`src/rtl/tmr_pkg.sv`:
```
// Shared sizing for the count/compare timer.
// Assumes: one clock domain and a synchronous active-low reset everywhere.
package tmr_pkg;
    localparam int CNT_W     = 32;
    localparam int LINES     = 8;
    localparam int SEL_W     = $clog2(LINES);
    localparam logic [CNT_W-1:0] CNT_RESET = CNT_W'(1);
    localparam logic [CNT_W-1:0] CMP_RESET = '0;
endpackage

```
`src/rtl/tmr_counter.sv`:
```
// Up-counter with a direct load, a tick enable and a freeze control.
// A load takes precedence over a tick, and a load is honoured while frozen.
// Assumes the tick is a single-cycle qualifier sampled on the clock.
module tmr_counter #(
    parameter int W = 32,
    parameter logic [W-1:0] RST_VAL = W'(1)
) (
    input  logic         clk,
    input  logic         rst_n,
    input  logic         tick_en,
    input  logic         freeze,
    input  logic         ld_en,
    input  logic [W-1:0] ld_val,
    output logic [W-1:0] count_q,
    output logic [W-1:0] count_inc,
    output logic         advance
);
    // Counter advances only on an unfrozen tick that is not overridden by a load
    always_comb begin
        advance   = tick_en && !freeze && !ld_en;
        count_inc = count_q + W'(1);
    end

    // Counter register: reset, load, or increment
    always_ff @(posedge clk) begin
        if (!rst_n)       count_q <= RST_VAL;
        else if (ld_en)   count_q <= ld_val;
        else if (advance) count_q <= count_inc;
    end


    // cnt_hold_chk
    cnt_hold_chk: assert property (@(posedge clk) disable iff (!rst_n)
        (freeze && !ld_en) |=> $stable(count_q));


    // cnt_load_chk
    cnt_load_chk: assert property (@(posedge clk) disable iff (!rst_n)
        ld_en |=> (count_q == $past(ld_val)));
endmodule

```
`src/rtl/tmr_match_irq.sv`:
```
// Holds the compare value and the interrupt state.
// A match is a tick that makes the counter equal to compare. It sets the
// pending flag, and also the status bit when release-2 mode is on.
// A compare load clears both and outranks a same-cycle match.
module tmr_match_irq #(
    parameter int W = 32,
    parameter logic [W-1:0] CMP_RST = '0
) (
    input  logic         clk,
    input  logic         rst_n,
    input  logic         advance,
    input  logic [W-1:0] count_inc,
    input  logic         cmp_ld,
    input  logic [W-1:0] cmp_val,
    input  logic         r2_mode,
    input  logic         freeze,
    output logic         pending_q,
    output logic         status_q
);
    logic [W-1:0] cmp_q;
    logic         hit;

    // Match only when the counter is really stepping onto the compare value
    always_comb hit = advance && (count_inc == cmp_q);

    // Compare register
    always_ff @(posedge clk) begin
        if (!rst_n)      cmp_q <= CMP_RST;
        else if (cmp_ld) cmp_q <= cmp_val;
    end

    // Pending flag and mode-gated status bit; a compare load acknowledges both
    always_ff @(posedge clk) begin
        if (!rst_n) begin
            pending_q <= 1'b0;
            status_q  <= 1'b0;
        end else if (cmp_ld) begin
            pending_q <= 1'b0;
            status_q  <= 1'b0;
        end else if (hit) begin
            pending_q <= 1'b1;
            status_q  <= status_q | r2_mode;
        end
    end


    // ack_clear_chk
    ack_clear_chk: assert property (@(posedge clk) disable iff (!rst_n)
        cmp_ld |=> (!pending_q && !status_q));


    // status_mode_chk
    status_mode_chk: assert property (@(posedge clk) disable iff (!rst_n)
        (!status_q && !r2_mode) |=> !status_q);


    // frozen_quiet_chk
    frozen_quiet_chk: assert property (@(posedge clk) disable iff (!rst_n)
        (freeze && !pending_q) |=> !pending_q);
endmodule

```
`src/rtl/tmr_line_router.sv`:
```
// Registers the pending flag onto the line picked by the selector.
// Assumes the selector may change at any time; the output follows it
// one cycle later.
module tmr_line_router #(
    parameter int N  = 8,
    parameter int SW = 3
) (
    input  logic          clk,
    input  logic          rst_n,
    input  logic          pending,
    input  logic [SW-1:0] sel,
    output logic [N-1:0]  lines_q
);
    // One flop per line, each decoding its own index
    for (genvar i = 0; i < N; i++) begin : g_line
        always_ff @(posedge clk) begin
            if (!rst_n) lines_q[i] <= 1'b0;
            else        lines_q[i] <= pending && (sel == SW'(i));
        end
    end


    // line_onehot_chk
    line_onehot_chk: assert property (@(posedge clk) disable iff (!rst_n)
        $onehot0(lines_q));


    // line_follow_chk
    line_follow_chk: assert property (@(posedge clk) disable iff (!rst_n)
        pending |=> (lines_q == (N'(1) << $past(sel))));
endmodule

```
`src/rtl/tmr_cmp_timer.sv`:
```
// Top of the count/compare timer: counter, match/acknowledge logic and
// line router. Assumes all controls are synchronous to clk.
module tmr_cmp_timer
    import tmr_pkg::*;
(
    input  logic             clk,
    input  logic             rst_n,
    input  logic             tick_en,
    input  logic             cnt_wr_en,
    input  logic [CNT_W-1:0] cnt_wr_data,
    input  logic             cmp_wr_en,
    input  logic [CNT_W-1:0] cmp_wr_data,
    input  logic             cnt_disable,
    input  logic             r2_mode,
    input  logic [SEL_W-1:0] line_sel,
    output logic [CNT_W-1:0] count_val,
    output logic             ti_status,
    output logic [LINES-1:0] irq_lines
);
    logic [CNT_W-1:0] inc;
    logic             adv;
    logic             pend;

    tmr_counter #(.W(CNT_W), .RST_VAL(CNT_RESET)) u_cnt (
        .clk(clk), .rst_n(rst_n), .tick_en(tick_en), .freeze(cnt_disable),
        .ld_en(cnt_wr_en), .ld_val(cnt_wr_data),
        .count_q(count_val), .count_inc(inc), .advance(adv)
    );

    tmr_match_irq #(.W(CNT_W), .CMP_RST(CMP_RESET)) u_irq (
        .clk(clk), .rst_n(rst_n), .advance(adv), .count_inc(inc),
        .cmp_ld(cmp_wr_en), .cmp_val(cmp_wr_data), .r2_mode(r2_mode),
        .freeze(cnt_disable), .pending_q(pend), .status_q(ti_status)
    );

    tmr_line_router #(.N(LINES), .SW(SEL_W)) u_route (
        .clk(clk), .rst_n(rst_n), .pending(pend), .sel(line_sel),
        .lines_q(irq_lines)
    );
endmodule

```
`config.mk`:
```
export PLATFORM = sky130hd
export DESIGN_NAME = tmr_cmp_timer
export DESIGN_NICKNAME = d
export VERILOG_FILES = /design/src/rtl/tmr_pkg.sv /design/src/rtl/tmr_counter.sv /design/src/rtl/tmr_match_irq.sv /design/src/rtl/tmr_line_router.sv /design/src/rtl/tmr_cmp_timer.sv
export SDC_FILE = /design/constraint.sdc
export NUM_CORES = 1
export LEC_CHECK = 0
export ABC_AREA = 1
export BUFFER_PORTS_ARGS = -buffer_cell sky130_fd_sc_hd__buf_2
export CAP_MARGIN = 20
export CORE_MARGIN = 1
export CORE_UTILIZATION = 57
export CTS_CLUSTER_SIZE = 16
export DETAILED_ROUTE_END_ITERATION = 8
export GPL_TIMING_DRIVEN = 0
export PLACE_DENSITY = 0.84
export SYNTH_ARGS = -nofsm -noshare
export SYNTH_HDL_FRONTEND = slang
export SYNTH_HIERARCHICAL = 1
export SYNTH_SLANG_ARGS = --single-unit
export TNS_END_PERCENT = 100
```
`constraint.sdc`:
```
create_clock -name clk -period 4.75 [get_ports clk]
set_input_delay 0.7125 -clock clk [delete_from_list [all_inputs] [get_ports clk]]
set_output_delay 0.7125 -clock clk [all_outputs]
set_load 0.02 [all_outputs]
```
Word-level counts from Yosys, hierarchy flattened --
Index checks and enable logic that the tools add are counted.
Storage, ports and cells: bits of input ports 74, word-level logic and storage cells 41, output and inout port bits 41, flip-flop bits (word level) 74
Cells by class: equal/unequal tests 8, add/sub/neg operators 1, reductions and logical operators 16, bitwise gates (word level) 2, muxes and demuxes 2
Operators by type and width (number):
- 2-to-1 mux 32 bit | 2
- adder 32 x 1 -> 32 bit (second input constant) | 1
- equality test 32 bit | 1
- equality test 3 bit (second input constant) | 4
- logical AND 1 bit | 11
- equality test 3 x 2 -> 1 bit (second input constant) | 2
- equality test 3 x 1 -> 1 bit (second input constant) | 1
- zero test 3 bit | 1
- zero test 1 bit | 2
- nonzero test 2 bit | 1
- OR reduction 2 bit | 1
- inverter 1 bit | 1
- OR 1 bit | 1

Depth between registers and ports, before layout --
Gate-level depths: netlist of the first run.
depth after elaboration 5, mapped depth 18, gate-level depth less buffers 18

Modules after synthesis --
Netlist of the first run, hierarchy kept.
Modules (own cells, without submodules):
- tmr_counter | area each 2364.8 µm², cells an instance 387, times used 1, seq. area each 640.6 µm²
- tmr_match_irq | area each 1691.6 µm², cells an instance 264, times used 1, seq. area each 680.7 µm²
- tmr_line_router | area each 226.5 µm², cells an instance 25, times used 1, seq. area each 160.2 µm²

Least setup slack after synthesis of the first run --
OpenSTA, ideal clock, no wires.
path kind reg2reg, start point reg u_cnt.count_q[1], end point reg u_irq.status_q, data arrival time 2.063 ns, required time 4.684 ns, cell stages (with the launch flop) 15, buffers on the path 0, path slack 2.621 ns, clock period less this slack 2.129 ns, library setup time 0.066 ns, cells stage by stage dfxtp_1 ha_1 nand2_1 nor2_4 nand2_4 nor2_4 nand3_1 and2_1 xnor2_1 nand2_1 nor2_1 nand2_1 nor2_2 nand3_2 a21oi_2
Between the ends: longest elaborated chain between the ends 3
Ends and longest elaborated chain:
- start: declaration | line tmr_counter.sv:14 | output logic [W-1:0] count_q,
- start signal: assignment | line tmr_counter.sv:27 | else if (ld_en) count_q <= ld_val;
- start signal: assignment | line tmr_counter.sv:28 | else if (advance) count_q <= count_inc;
- adder 32 x 1 -> 32 bit | line tmr_counter.sv:21 | count_inc = count_q + W'(1);
- via inc[24] | line tmr_cmp_timer.sv:20 | logic [CNT_W-1:0] inc;
- equality test 32 bit | line tmr_match_irq.sv:24 | always_comb hit = advance && (count_inc == cmp_q);
- logical AND 1 bit | line tmr_match_irq.sv:24
- end signal: assignment | line tmr_match_irq.sv:42 | status_q <= status_q | r2_mode;
- end: declaration | line tmr_match_irq.sv:18 | output logic status_q
The timed path passes the listed nets, and every way through them passes these cells. A chain may end at the register's enable or synchronous reset.

Worst setup path after layout of the first run --
Same ends and word-level chain as after synthesis.

==> results.md, run 1 <==
* Seq pwr share at 48.9%
* Cells after DPL at around 890
* Worst Skew at between 15 and 20 ps
* Slew Limit Headroom at roughly three fifths
* Number of global-route vias before repair at 4124
* Final Util at a little over 70%
* Finished Layout Cells at between 900 and 1000
* Syn Area/Cell at between 6 and 7 sq um
* CTS tree: done
* Share of cells above drive strength 1 at about a fifth
* Syn Inst Count at 676
* Status: finished clean
* Critical Path End Type: flop
* GR Overflow Total at 0
* Initial antenna violation count at 0
* Yosys reg bits at 74
* Worst Path Arrival at approximately 2600 ps
* Antenna cells at 0
* Post-Syn Area at 4280 sq um
* Vias per cell at around 5.1
* Die W at between 80 and 90 um
* P_leak at 2.44 nW
* Final Hold Vio Count at 0
* Max Cap Violations at 0
* Nets at 875
* Internal power at 0.952 mW
* Power Dens Cells at ~270 nW/um^2
* RSZ-0062 raised after global routing: no
* Final setup vio count at 0
* CTS Buffer Depth at 2
* Tcrit/Tclk final at 49.3%
* Clock sinks at 74
* WL final at 12100 um
* DRT Pass-1 Iters at 5
* Slew Viols, Final at 0
* Crit start category: flop
* Placed Instance Area at slightly below 5000 sq um
* Hold WC Path Type: flop to flop
* Switching share of power at between 30% and 40%
* First-pass GRT wire length at between 15000 and 20000 um
* Achievable clock frequency at 427 MHz
* Design area at between 5000 and 6000 sq um
* Initial DRC Count at ~260
* Total Power at ~1.4 mW
* Pin count of the biggest net entering global routing at 16
* Initial core utilization at 59.0%
* Yosys warning total at 6
* Root buffer cell: clkbuf_8
* Clock share of power at 32.9%
* GRT Util Overall at roughly a third
* Slew @ Worst Pin at about 590 ps
* Comb power frac at about 18%
* Hold buffer count at CTS at 0
* Rows at 31
* Latest clock arrival within the worst-skew pair at around 360 ps
* Syn nets at about 750
* Clk slew on worst S/H paths at roughly 80 ps
* Fillers at roughly 640
* Count of cell types in the netlist at 30
* Antenna viol nets, final at 0
* Net switching power at approximately 0.46 mW
* DRC violations left at 0
* Die area at 7860 sq um
* Total CTS buffers at 9
* RD Place Congestion at just under 1
* Setup TNS at 0 ps
* CTS resizes at 0
* Worst reg2reg setup slack at about 2400 ps
* Core ar. at a little over 7000 sq um
* Worst EP required at 5040 ps
* H-tree levels at 3
* Crit-path max FO at 5
* Port-buffer cells at between 100 and 150
* Via count at approximately 4600
* Worst setup margin at 2410 ps
* Wirelength per Cell at about 13 um
* Post-DP HPWL at between 9000 and 10000 um
* Peak supply drop at ~0.2 mV
* Min Hold Slack at roughly 470 ps
* Area growth syn-to-layout at 20.4%
* Dpl ws at between 2000 and 2500 ps
* Die Y at just under 90 um
* I/O pin count at between 100 and 150
* Post-layout min period at 2340 ps
* Setup bufs post-CTS at 0
* Post-synthesis sequential area ratio at around a third
* Kind of critical path: flop to flop
-- synth_stat cells (all sizes together) --
cell	number	area share, %
ha	1	0.29
a22o	8	1.6
clkbuf	16	1.4
and2	3	0.44
xor2	13	3.7
o211ai	1	0.18
a31oi	8	1.2
dfxtp	74	35
nand4	1	0.15
nor2	95	10
nand2	217	20
o21ai	52	6.1
xnor2	11	2.2
buf	5	0.56
nand3	23	2.8
clkinv	1	0.088
inv	97	8.5
o22ai	1	0.15
a21oi	48	5.7
or2	1	0.15
-- layout by cell type, fill, tap and decap left out, types with 7 or more instances in the layout --
cell / n
nand3_1: 22
nor2_4: 8
xnor2_1: 11
a22o_1: 8
xor2_1: 7
inv_1: 96
a31oi_1: 8
dfxtp_1: 74
o21ai_0: 52
nor2_1: 80
buf_2: 117
clkbuf_8: 9
a21oi_1: 47
nand2_1: 209
clkbuf_1: 16
-- cell families (layout without fill, tap and decap cells) --
logic type	count (synthesis)	in the layout	synth area share (%)
AOI/OAI and AO/OA	118	118	14.9
buffers and inverters	119	248	10.5
DFF	74	74	34.6
and+or+nand+nor	340	340	33.7
adders and majority gates	1	1	0.292
xor gates and xnor gates	24	24	5.96
-- final cells by class --
| type | count | area, sq um | share of cell area, % |
|---|---|---|---|
| Buffer | 21 | 83.8 | 1.63 |
| Clock buffer | 9 | 124 | 2.40 |
| Clock inverter | 7 | 60.1 | 1.16 |
| Inverter | 98 | 368 | 7.13 |
| Multi-Input combinational cell | 483 | 2350 | 45.6 |
| Sequential cell | 74 | 1480 | 28.7 |
| Tap cell | 99 | 124 | 2.40 |
| Timing Repair Buffer | 113 | 566 | 11.0 |
-- final timing paths --
check,start,endpoint,cells past startpoint
worst max-delay path,u_cnt/count_q[1]$_SDFFE_PN0P_,u_irq/status_q$_SDFFE_PP0P_,14
worst min register to register,u_irq/status_q$_SDFFE_PP0P_,u_irq/status_q$_SDFFE_PP0P_,2
worst min-delay path,u_irq/status_q$_SDFFE_PP0P_,u_irq/status_q$_SDFFE_PP0P_,2
worst max register to register,u_cnt/count_q[1]$_SDFFE_PN0P_,u_irq/status_q$_SDFFE_PP0P_,14
-- power by group through the flow --
stage | combinational [mW] | clock [mW] | sequential [mW]
2_1_floorplan | 0.145 | 0 | 0.715
3_3_place_gp | 0.243 | 0 | 0.701
3_5_place_dp | 0.250 | 0 | 0.703
4_1_cts | 0.252 | 0.476 | 0.688
5_1_grt | 0.286 | 0.505 | 0.694
6_report | 0.256 | 0.465 | 0.689
-- worst max-delay path: stages, from the launching register on --
cell and delay, ps:
dfxtp_1 380, ha_1 200, nand2_1 100, nor2_4 160
nand2_4 110, nor2_4 200, nand3_1 110, and2_1 220
xnor2_1 180, nand2_1 80, nor2_1 100, nand2_1 70
nor2_2 160, nand3_2 90, a21oi_2 110
-- routing by layer --
metal	vias to the layer above	global-route usage, %	wire length, um
met2	215	52.5	5480
li1	2341	-	-
met5	-	0	0
met3	22	5.04	940
met1	2059	43.1	5370
met4	0	11.3	264
-- registers in the layout (all words and copies together), names as in the netlist --
signal and cells:
u_cnt/count_q 32, u_irq/cmp_q 32, u_route/lines_q 8, u_irq/pending_q 1
u_irq/status_q 1
Power figures use the tool's default switching activity.
==> inputs of run 2 (changes only) <==
--- a/config.mk
+++ b/config.mk
@@ -9,11 +9,11 @@
 export BUFFER_PORTS_ARGS = -buffer_cell sky130_fd_sc_hd__buf_2
 export CAP_MARGIN = 20
 export CORE_MARGIN = 1
-export CORE_UTILIZATION = 57
+export CORE_UTILIZATION = 48
 export CTS_CLUSTER_SIZE = 16
 export DETAILED_ROUTE_END_ITERATION = 8
 export GPL_TIMING_DRIVEN = 0
-export PLACE_DENSITY = 0.84
+export PLACE_DENSITY = 0.75
 export SYNTH_ARGS = -nofsm -noshare
 export SYNTH_HDL_FRONTEND = slang
 export SYNTH_HIERARCHICAL = 1
==> constraint.sdc (replaced) <==
create_clock -name clk -period 2.05 [get_ports clk]
set_input_delay 0.3075 -clock clk [delete_from_list [all_inputs] [get_ports clk]]
set_output_delay 0.3075 -clock clk [all_outputs]
set_load 0.02 [all_outputs]
==> results.md, run 2 (same netlist as run 1, synthesis figures left out) <==
* Switching share of power at 29.6% (-2.9 points)
* Slew @ Worst Pin at 632 ps (+42.5 ps)
* Slew Limit Headroom at 57.9% (-2.8 points)
* Crit start category: flop
* Die Y at 96.5 um (+8.8%)
* H-tree levels at 3 (unchanged)
* Final setup vio count at 2 (+2)
* Peak supply drop at 0.355 mV (+74%)
* Post-layout min period at 2200 ps (-137 ps)
* Power Dens Cells at 647 nW/um^2 (+140%)
* Initial core utilization at 49.4% (-9.7 points)
* Seq pwr share at 44.6% (-4.3 points)
* Failing checks: negative setup slack
* CTS tree: done
* Setup TNS at -281 ps (-281 ps)
* Via count at 4806 (+3.6%)
* Crit-path max FO at 4 (-1)
* Clock share of power at 37.7% (+4.8 points)
* Most frequent cells in the layout: nand2_1, buf_2, inv_1, nor2_1, dfxtp_1
* GR Overflow Total at 0 (unchanged)
* Critical-path top delay cell: dfxtp_4
* CP dominant cell by count: nand2_1
* Nets at 894 (+2.2%)
* Root buffer cell: clkbuf_8
* Net switching power at 1.06 mW (+130%)
* Latest clock arrival within the worst-skew pair at 350 ps (about the same)
* Rows at 34 (+9.7%)
* Pin count of the biggest net entering global routing at 14 (-2)
* WL final at 13400 um (+11%)
* Min Hold Slack at 203 ps (-267 ps)
* Buf/Inv on CP at 1 (+1)
* Slew Viols, Final at 0 (unchanged)
* I/O pin count at 115 (unchanged)
* Die W at 96.5 um (+8.8%)
* Clock sinks at 74 (unchanged)
* Crit-path cells: ha_4 -> nand2_4 -> nor2_4 -> nand2_4 -> nor2_4 -> buf_4 -> nand2_1 -> nand2_1 -> nand2_1 -> xor2_1 -> nor2_1 -> nand4_1 -> nor2_2 -> nand3_2 -> a21oi_2
* Antenna viol nets, final at 0 (unchanged)
* First-pass GRT wire length at 20200 um (+6.0%)
* Largest regs: u_cnt/count_q: 32 flops, u_irq/cmp_q: 32 flops, u_route/lines_q: 8 flops
* Slowest stage delay, CP at 380 ps (about the same)
* Initial antenna violation count at 0 (unchanged)
* Core ar. at 8680 sq um (+20%)
* CP delay by family, top: simple AND/OR/NAND/NOR gates
* Worst setup margin at -154 ps (-2560 ps)
* Achievable clock frequency at 454 MHz (+6.2%)
* CTS Buffer Depth at 2 (unchanged)
* Vias per cell at 5.16 (+0.53%)
* Total CTS buffers at 9 (unchanged)
* Most common cell after layout, fill and taps aside: nand2_1
* Die area at 9300 sq um (+18%)
* Worst Path Arrival at 2480 ps (-150 ps)
* Comb power frac at 17.7% (-0.5 points)
* Internal power at 2.52 mW (+170%)
* Worst EP required at 2330 ps (-2710 ps)
* Max Cap Violations at 0 (unchanged)
* Post-DP HPWL at 9860 um (+6.3%)
* Hold WC Path Type: primary input to flop
* GRT Util Overall at 29.1% (-3.0 points)
* DRT Pass-1 Iters at 5 (unchanged)
* Initial DRC Count at 281 (+6.4%)
* Kind of critical path: flop to flop
* RSZ-0062 raised after global routing: yes
* Final Hold Vio Count at 0 (unchanged)
* Port-buffer cells at 113 (unchanged)
* Status: finished with violations
* Clk slew on worst S/H paths at 80 ps (about the same)
* Worst Skew at 16.0 ps (-0.655 ps)
* DRC violations left at 0 (unchanged)
* Wirelength per Cell at 14.4 um (+8.0%)
* RD Place Congestion at 0.931 (-4.7%)
* Critical Path End Type: flop
* Share of cells above drive strength 1 at 27.8% (+7.2 points)
* P_leak at 2.63 nW (+7.9%)
* Area growth syn-to-layout at 29.3%
* Tcrit/Tclk final at 108% (+58 points)
* Design area at 5540 sq um (+7.4%)
* Number of global-route vias before repair at 4263 (+3.4%)
* Placed Instance Area at 4990 sq um (+0.28%)
* Antenna cells at 0 (unchanged)
==> run 2: changes by cell type in the layout (fill, tap and decap cells not counted), moves of 3 or more <==
cell | previous run | this run
nand2_1 | 209 | 195
dfxtp_1 | 74 | 57
nand2_4 | 2 | 5
nor2_2 | 6 | 11
nor2_4 | 8 | 11
dfxtp_2 | 0 | 7
nor2_1 | 80 | 72
nand2_2 | 6 | 17
buf_4 | 0 | 18
dfxtp_4 | 0 | 10
==> run 2: per-stage QoR <==
| stage | worst slack (ps) | utilization (%) | total power [mW] | instances |
|---|---|---|---|---|
| 2_1_floorplan | 19.8 | - | 1.99 | 676 |
| 3_3_place_gp | -243 | 57.5 | 2.20 | 897 |
| 3_5_place_dp | -280 | 57.5 | 2.22 | 897 |
| 4_1_cts | -189 | 62.7 | 3.57 | 927 |
| 5_1_grt | -307 | 63.8 | 3.75 | 932 |
| 6_report | -154 | 63.8 | 3.59 | 932 |
==> run 2: final timing paths <==
path / startpoint / end / slack, ps / depth (start not counted)
hold reg to reg: u_irq/cmp_q[8]$_SDFFE_PN0P_ / u_irq/cmp_q[8]$_SDFFE_PN0P_ / 470 / 2
setup reg to reg: u_cnt/count_q[1]$_SDFFE_PN0P_ / u_irq/status_q$_SDFFE_PP0P_ / -150 / 15
hold / removal: cmp_wr_data[26] / u_irq/cmp_q[26]$_SDFFE_PN0P_ / 200 / 3
setup / recovery: u_cnt/count_q[1]$_SDFFE_PN0P_ / u_irq/status_q$_SDFFE_PP0P_ / -150 / 15
==> run 2: cell type report <==
cell class              count  area [sq um]
clock buffers              11           151
plain buffers              21          83.8
well taps                 108           135
multi-input cells         483          2470
repair buffers            132           721
fillers                   826          3140
inverters                  98           368
flip-flops and latches     74          1530
clock inverters             5          85.1
==> run 2: power by group through the flow <==
stage / logic, mW / registers, mW / clock network, mW
final: 0.636 / 1.60 / 1.35
after global routing: 0.708 / 1.61 / 1.43
after global placement: 0.573 / 1.63 / 0
after CTS: 0.613 / 1.60 / 1.36
after detailed placement: 0.584 / 1.63 / 0
after floorplan: 0.335 / 1.66 / 0
==> run 2: tightest hold or removal path: stages <==
cell and delay (ps):
buf_2 80, nor2_1 40, nor2_1 80
==> run 2: routing by layer <==
metal  vias up  wire length (um)  global-route usage [%]
li1       2379                 -                       -
met1      2177              5900                    38.6
met2       234              6190                    47.5
met3        16              1100                    4.54
met4         0               238                    10.8
met5         -                 0                       0
==> run 2: timing repair <==
item / in CTS / in global routing
gates resized for setup: 38 / 21
pin swaps: 21 / 18
hold buffers: 0 / 0
endpoints found under the setup margin: 2 / 2
buffers inserted: 14 / 5
==> inputs of run 3 (changes only) <==
--- a/config.mk
+++ b/config.mk
@@ -9,11 +9,11 @@
 export BUFFER_PORTS_ARGS = -buffer_cell sky130_fd_sc_hd__buf_2
 export CAP_MARGIN = 20
 export CORE_MARGIN = 1
-export CORE_UTILIZATION = 48
+export CORE_UTILIZATION = 53
 export CTS_CLUSTER_SIZE = 16
 export DETAILED_ROUTE_END_ITERATION = 8
 export GPL_TIMING_DRIVEN = 0
-export PLACE_DENSITY = 0.75
+export PLACE_DENSITY = 0.78
 export SYNTH_ARGS = -nofsm -noshare
 export SYNTH_HDL_FRONTEND = slang
 export SYNTH_HIERARCHICAL = 1
==> constraint.sdc (replaced) <==
create_clock -name clk -period 2.4 [get_ports clk]
set_input_delay 0.36 -clock clk [delete_from_list [all_inputs] [get_ports clk]]
set_output_delay 0.36 -clock clk [all_outputs]
set_load 0.02 [all_outputs]
==> results.md, run 3 (same netlist as run 1, synthesis figures left out) <==
* Status: finished clean
* HP Start: cmp_wr_data[24]
* Finished Layout Cells at 909 (-2.5%)
* Vias per cell at 5.11 (-0.86%)
* Register-to-Register Path Depth at 15 (unchanged)
* I/O pin count at 115 (unchanged)
* RSZ-0062 raised after global routing: no
* Initial core utilization at 55.1% (+5.8 points)
* Hold buffer count at CTS at 0 (unchanged)
* Most frequent cells in the layout: nand2_1, buf_2, inv_1, nor2_1, dfxtp_1
* CTS Buffer Depth at 2 (unchanged)
* Top layer used by detailed routing: met4
* Slew Viols, Final at 0 (unchanged)
* Total CTS buffers at 9 (unchanged)
* Kind of critical path: flop to flop
* Largest regs: u_cnt/count_q: 32 flops, u_irq/cmp_q: 32 flops, u_route/lines_q: 8 flops
* Met2 routed WL at 5790 um (-6.4%)
* Worst EP required at 2690 ps (+360 ps)
* Wirelength per Cell at 13.5 um (-6.1%)
* R2R Path End: u_irq/status_q$_SDFFE_PP0P_
* Dpl ws at 149 ps (+429 ps)
* Metal1 wirelength at 5480 um (-7.1%)
* Fillers at 717 (-13%)
* Number of global-route vias before repair at 4242 (-0.49%)
* Final Hold Vio Count at 0 (unchanged)
* Area growth syn-to-layout at 23.0%
* Achievable clock frequency at 434 MHz (-4.4%)
* Via count at 4647 (-3.3%)
* Clock sinks at 74 (unchanged)
* GR Overflow Total at 0 (unchanged)
* Antenna viol nets, final at 0 (unchanged)
* RD Place Congestion at 0.932 (+0.11%)
* Latest clock arrival within the worst-skew pair at 350 ps (about the same)
* Final setup vio count at 0 (-2)
* DRT Pass-1 Iters at 5 (unchanged)
* P_leak at 2.51 nW (-4.9%)
* Clk slew on worst S/H paths at 80 ps (about the same)
* Nets at 877 (-1.9%)
* Initial DRC Count at 256 (-8.9%)
* Initial antenna violation count at 0 (unchanged)
* Max Cap Violations at 0 (unchanged)
* Rows at 32 (-5.9%)
* H-tree levels at 3 (unchanged)
* Crit-path max FO at 5 (+1)
* Share of cells above drive strength 1 at 22.4% (-5.4 points)
* Setup TNS at 0 ps (+281 ps)
* Worst Path Arrival at 2590 ps (+110 ps)
* WL final at 12300 um (-8.4%)
* Port-buffer cells at 113 (unchanged)
* Hold path cells at 3 (unchanged)
* Die W at 91.9 um (-4.7%)
* Worst reg2reg setup slack at 100 ps (+250 ps)
* Tcrit/Tclk final at 96.0% (-11 points)
* Hold WC Path Type: primary input to flop
* Post-DP HPWL at 9480 um (-3.9%)
* Metal3 WL at 864 um (-21%)
* Slew @ Worst Pin at 617 ps (-15.0 ps)
* Cells after DPL at 891 (-0.67%)
* FF/Latch Area at 1490 sq um (-2.2%)
* Power Dens Cells at 588 nW/um^2 (-9.2%)
* Die area at 8440 sq um (-9.2%)
* R2r startpoint: u_cnt/count_q[10]$_SDFFE_PN0P_
* Root buffer cell: clkbuf_8
* Worst setup margin at 95.5 ps (+250 ps)
* Peak supply drop at 0.356 mV (+0.13%)
* Antenna cells at 0 (unchanged)
* CTS tree: done
* Core ar. at 7770 sq um (-10%)
* Placed Instance Area at 4980 sq um (-0.20%)
* Multi-input logic area at 2360 sq um (-4.3%)
* Die Y at 91.9 um (-4.7%)
* First-pass GRT wire length at 19400 um (-4.1%)
* Post-layout min period at 2300 ps (+100 ps)
* Crit start category: flop
* Worst hold endpoint: u_irq/cmp_q[24]$_SDFFE_PN0P_
* Slew Limit Headroom at 58.9% (+1.0 points)
* Worst Skew at 7.91 ps (-8.08 ps)
* Most common cell after layout, fill and taps aside: nand2_1
* DRC violations left at 0 (unchanged)
* Design area at 5270 sq um (-4.9%)
* Pin count of the biggest net entering global routing at 14 (unchanged)
* Critical Path End Type: flop
* GRT Util Overall at 29.6% (+0.52 points)
run 3: metrics by stage:
step / utilization [%] / hold WS (ps) / power [mW]
floorplan: - / 441 / 1.70
global placement: 64.1 / 448 / 1.87
detailed placement: 64.1 / 456 / 1.89
CTS: 67.3 / 216 / 3.10
global route: 67.8 / 229 / 3.23
finish: 67.8 / 229 / 3.10
run 3: layout make-up:
type	instances	share of cell area [%]
Multi-Input combinational cell	483	44.9
Sequential cell	74	28.4
Timing Repair Buffer	115	11.0
Inverter	98	6.99
Clock buffer	10	2.61
Tap cell	102	2.42
Clock inverter	6	2.14
Buffer	21	1.59
run 3: where the power goes:
group / internal [mW] / total, mW / switching [mW]
Combinational: 0.195 / 0.506 / 0.311
Clock: 0.723 / 1.22 / 0.501
Sequential: 1.30 / 1.37 / 0.0664
run 3: critical path, cell delays in order, from the launching register on:
cell and delay [ps]:
dfxtp_1 440, nand2_1 130, nor2_1 200, nand2_1 130, nor2_4 250, xor2_2 260, inv_1 60, nand2_1 60
nand2_1 40, nor2_1 90, nand2_1 50, nor2_1 110, nand2_1 80, nor2_2 130, nand3_2 80, a21oi_2 110
run 3: per-layer routing:
metal  GRT usage (%)  vias up
met1            37.8     2088
met4            10.0        0
li1                -     2354
met3            5.80       14
met5               0        -
met2            49.9      191
run 3: worst max path at each step:
stage                                        start                          end  slack [ps]  cells after the start
floorplan            u_cnt/count_q[1]$_SDFFE_PN0P_  u_irq/status_q$_SDFFE_PP0P_         270                     14
detailed placement   u_cnt/count_q[1]$_SDFFE_PN0P_  u_irq/status_q$_SDFFE_PP0P_         150                     16
global placement     u_cnt/count_q[1]$_SDFFE_PN0P_  u_irq/status_q$_SDFFE_PP0P_         180                     16
finish              u_cnt/count_q[10]$_SDFFE_PN0P_  u_irq/status_q$_SDFFE_PP0P_         100                     15
global route         u_cnt/count_q[0]$_SDFFE_PN1P_  u_irq/status_q$_SDFFE_PP0P_           2                     15
CTS                  u_cnt/count_q[1]$_SDFFE_PN0P_  u_irq/status_q$_SDFFE_PP0P_          90                     16
run 3: repair_timing:
action / 4_1_cts / 5_1_grt
endpoints found under the setup margin: 0 / 2
gates resized for setup: 0 / 13
buffers inserted: 0 / 2
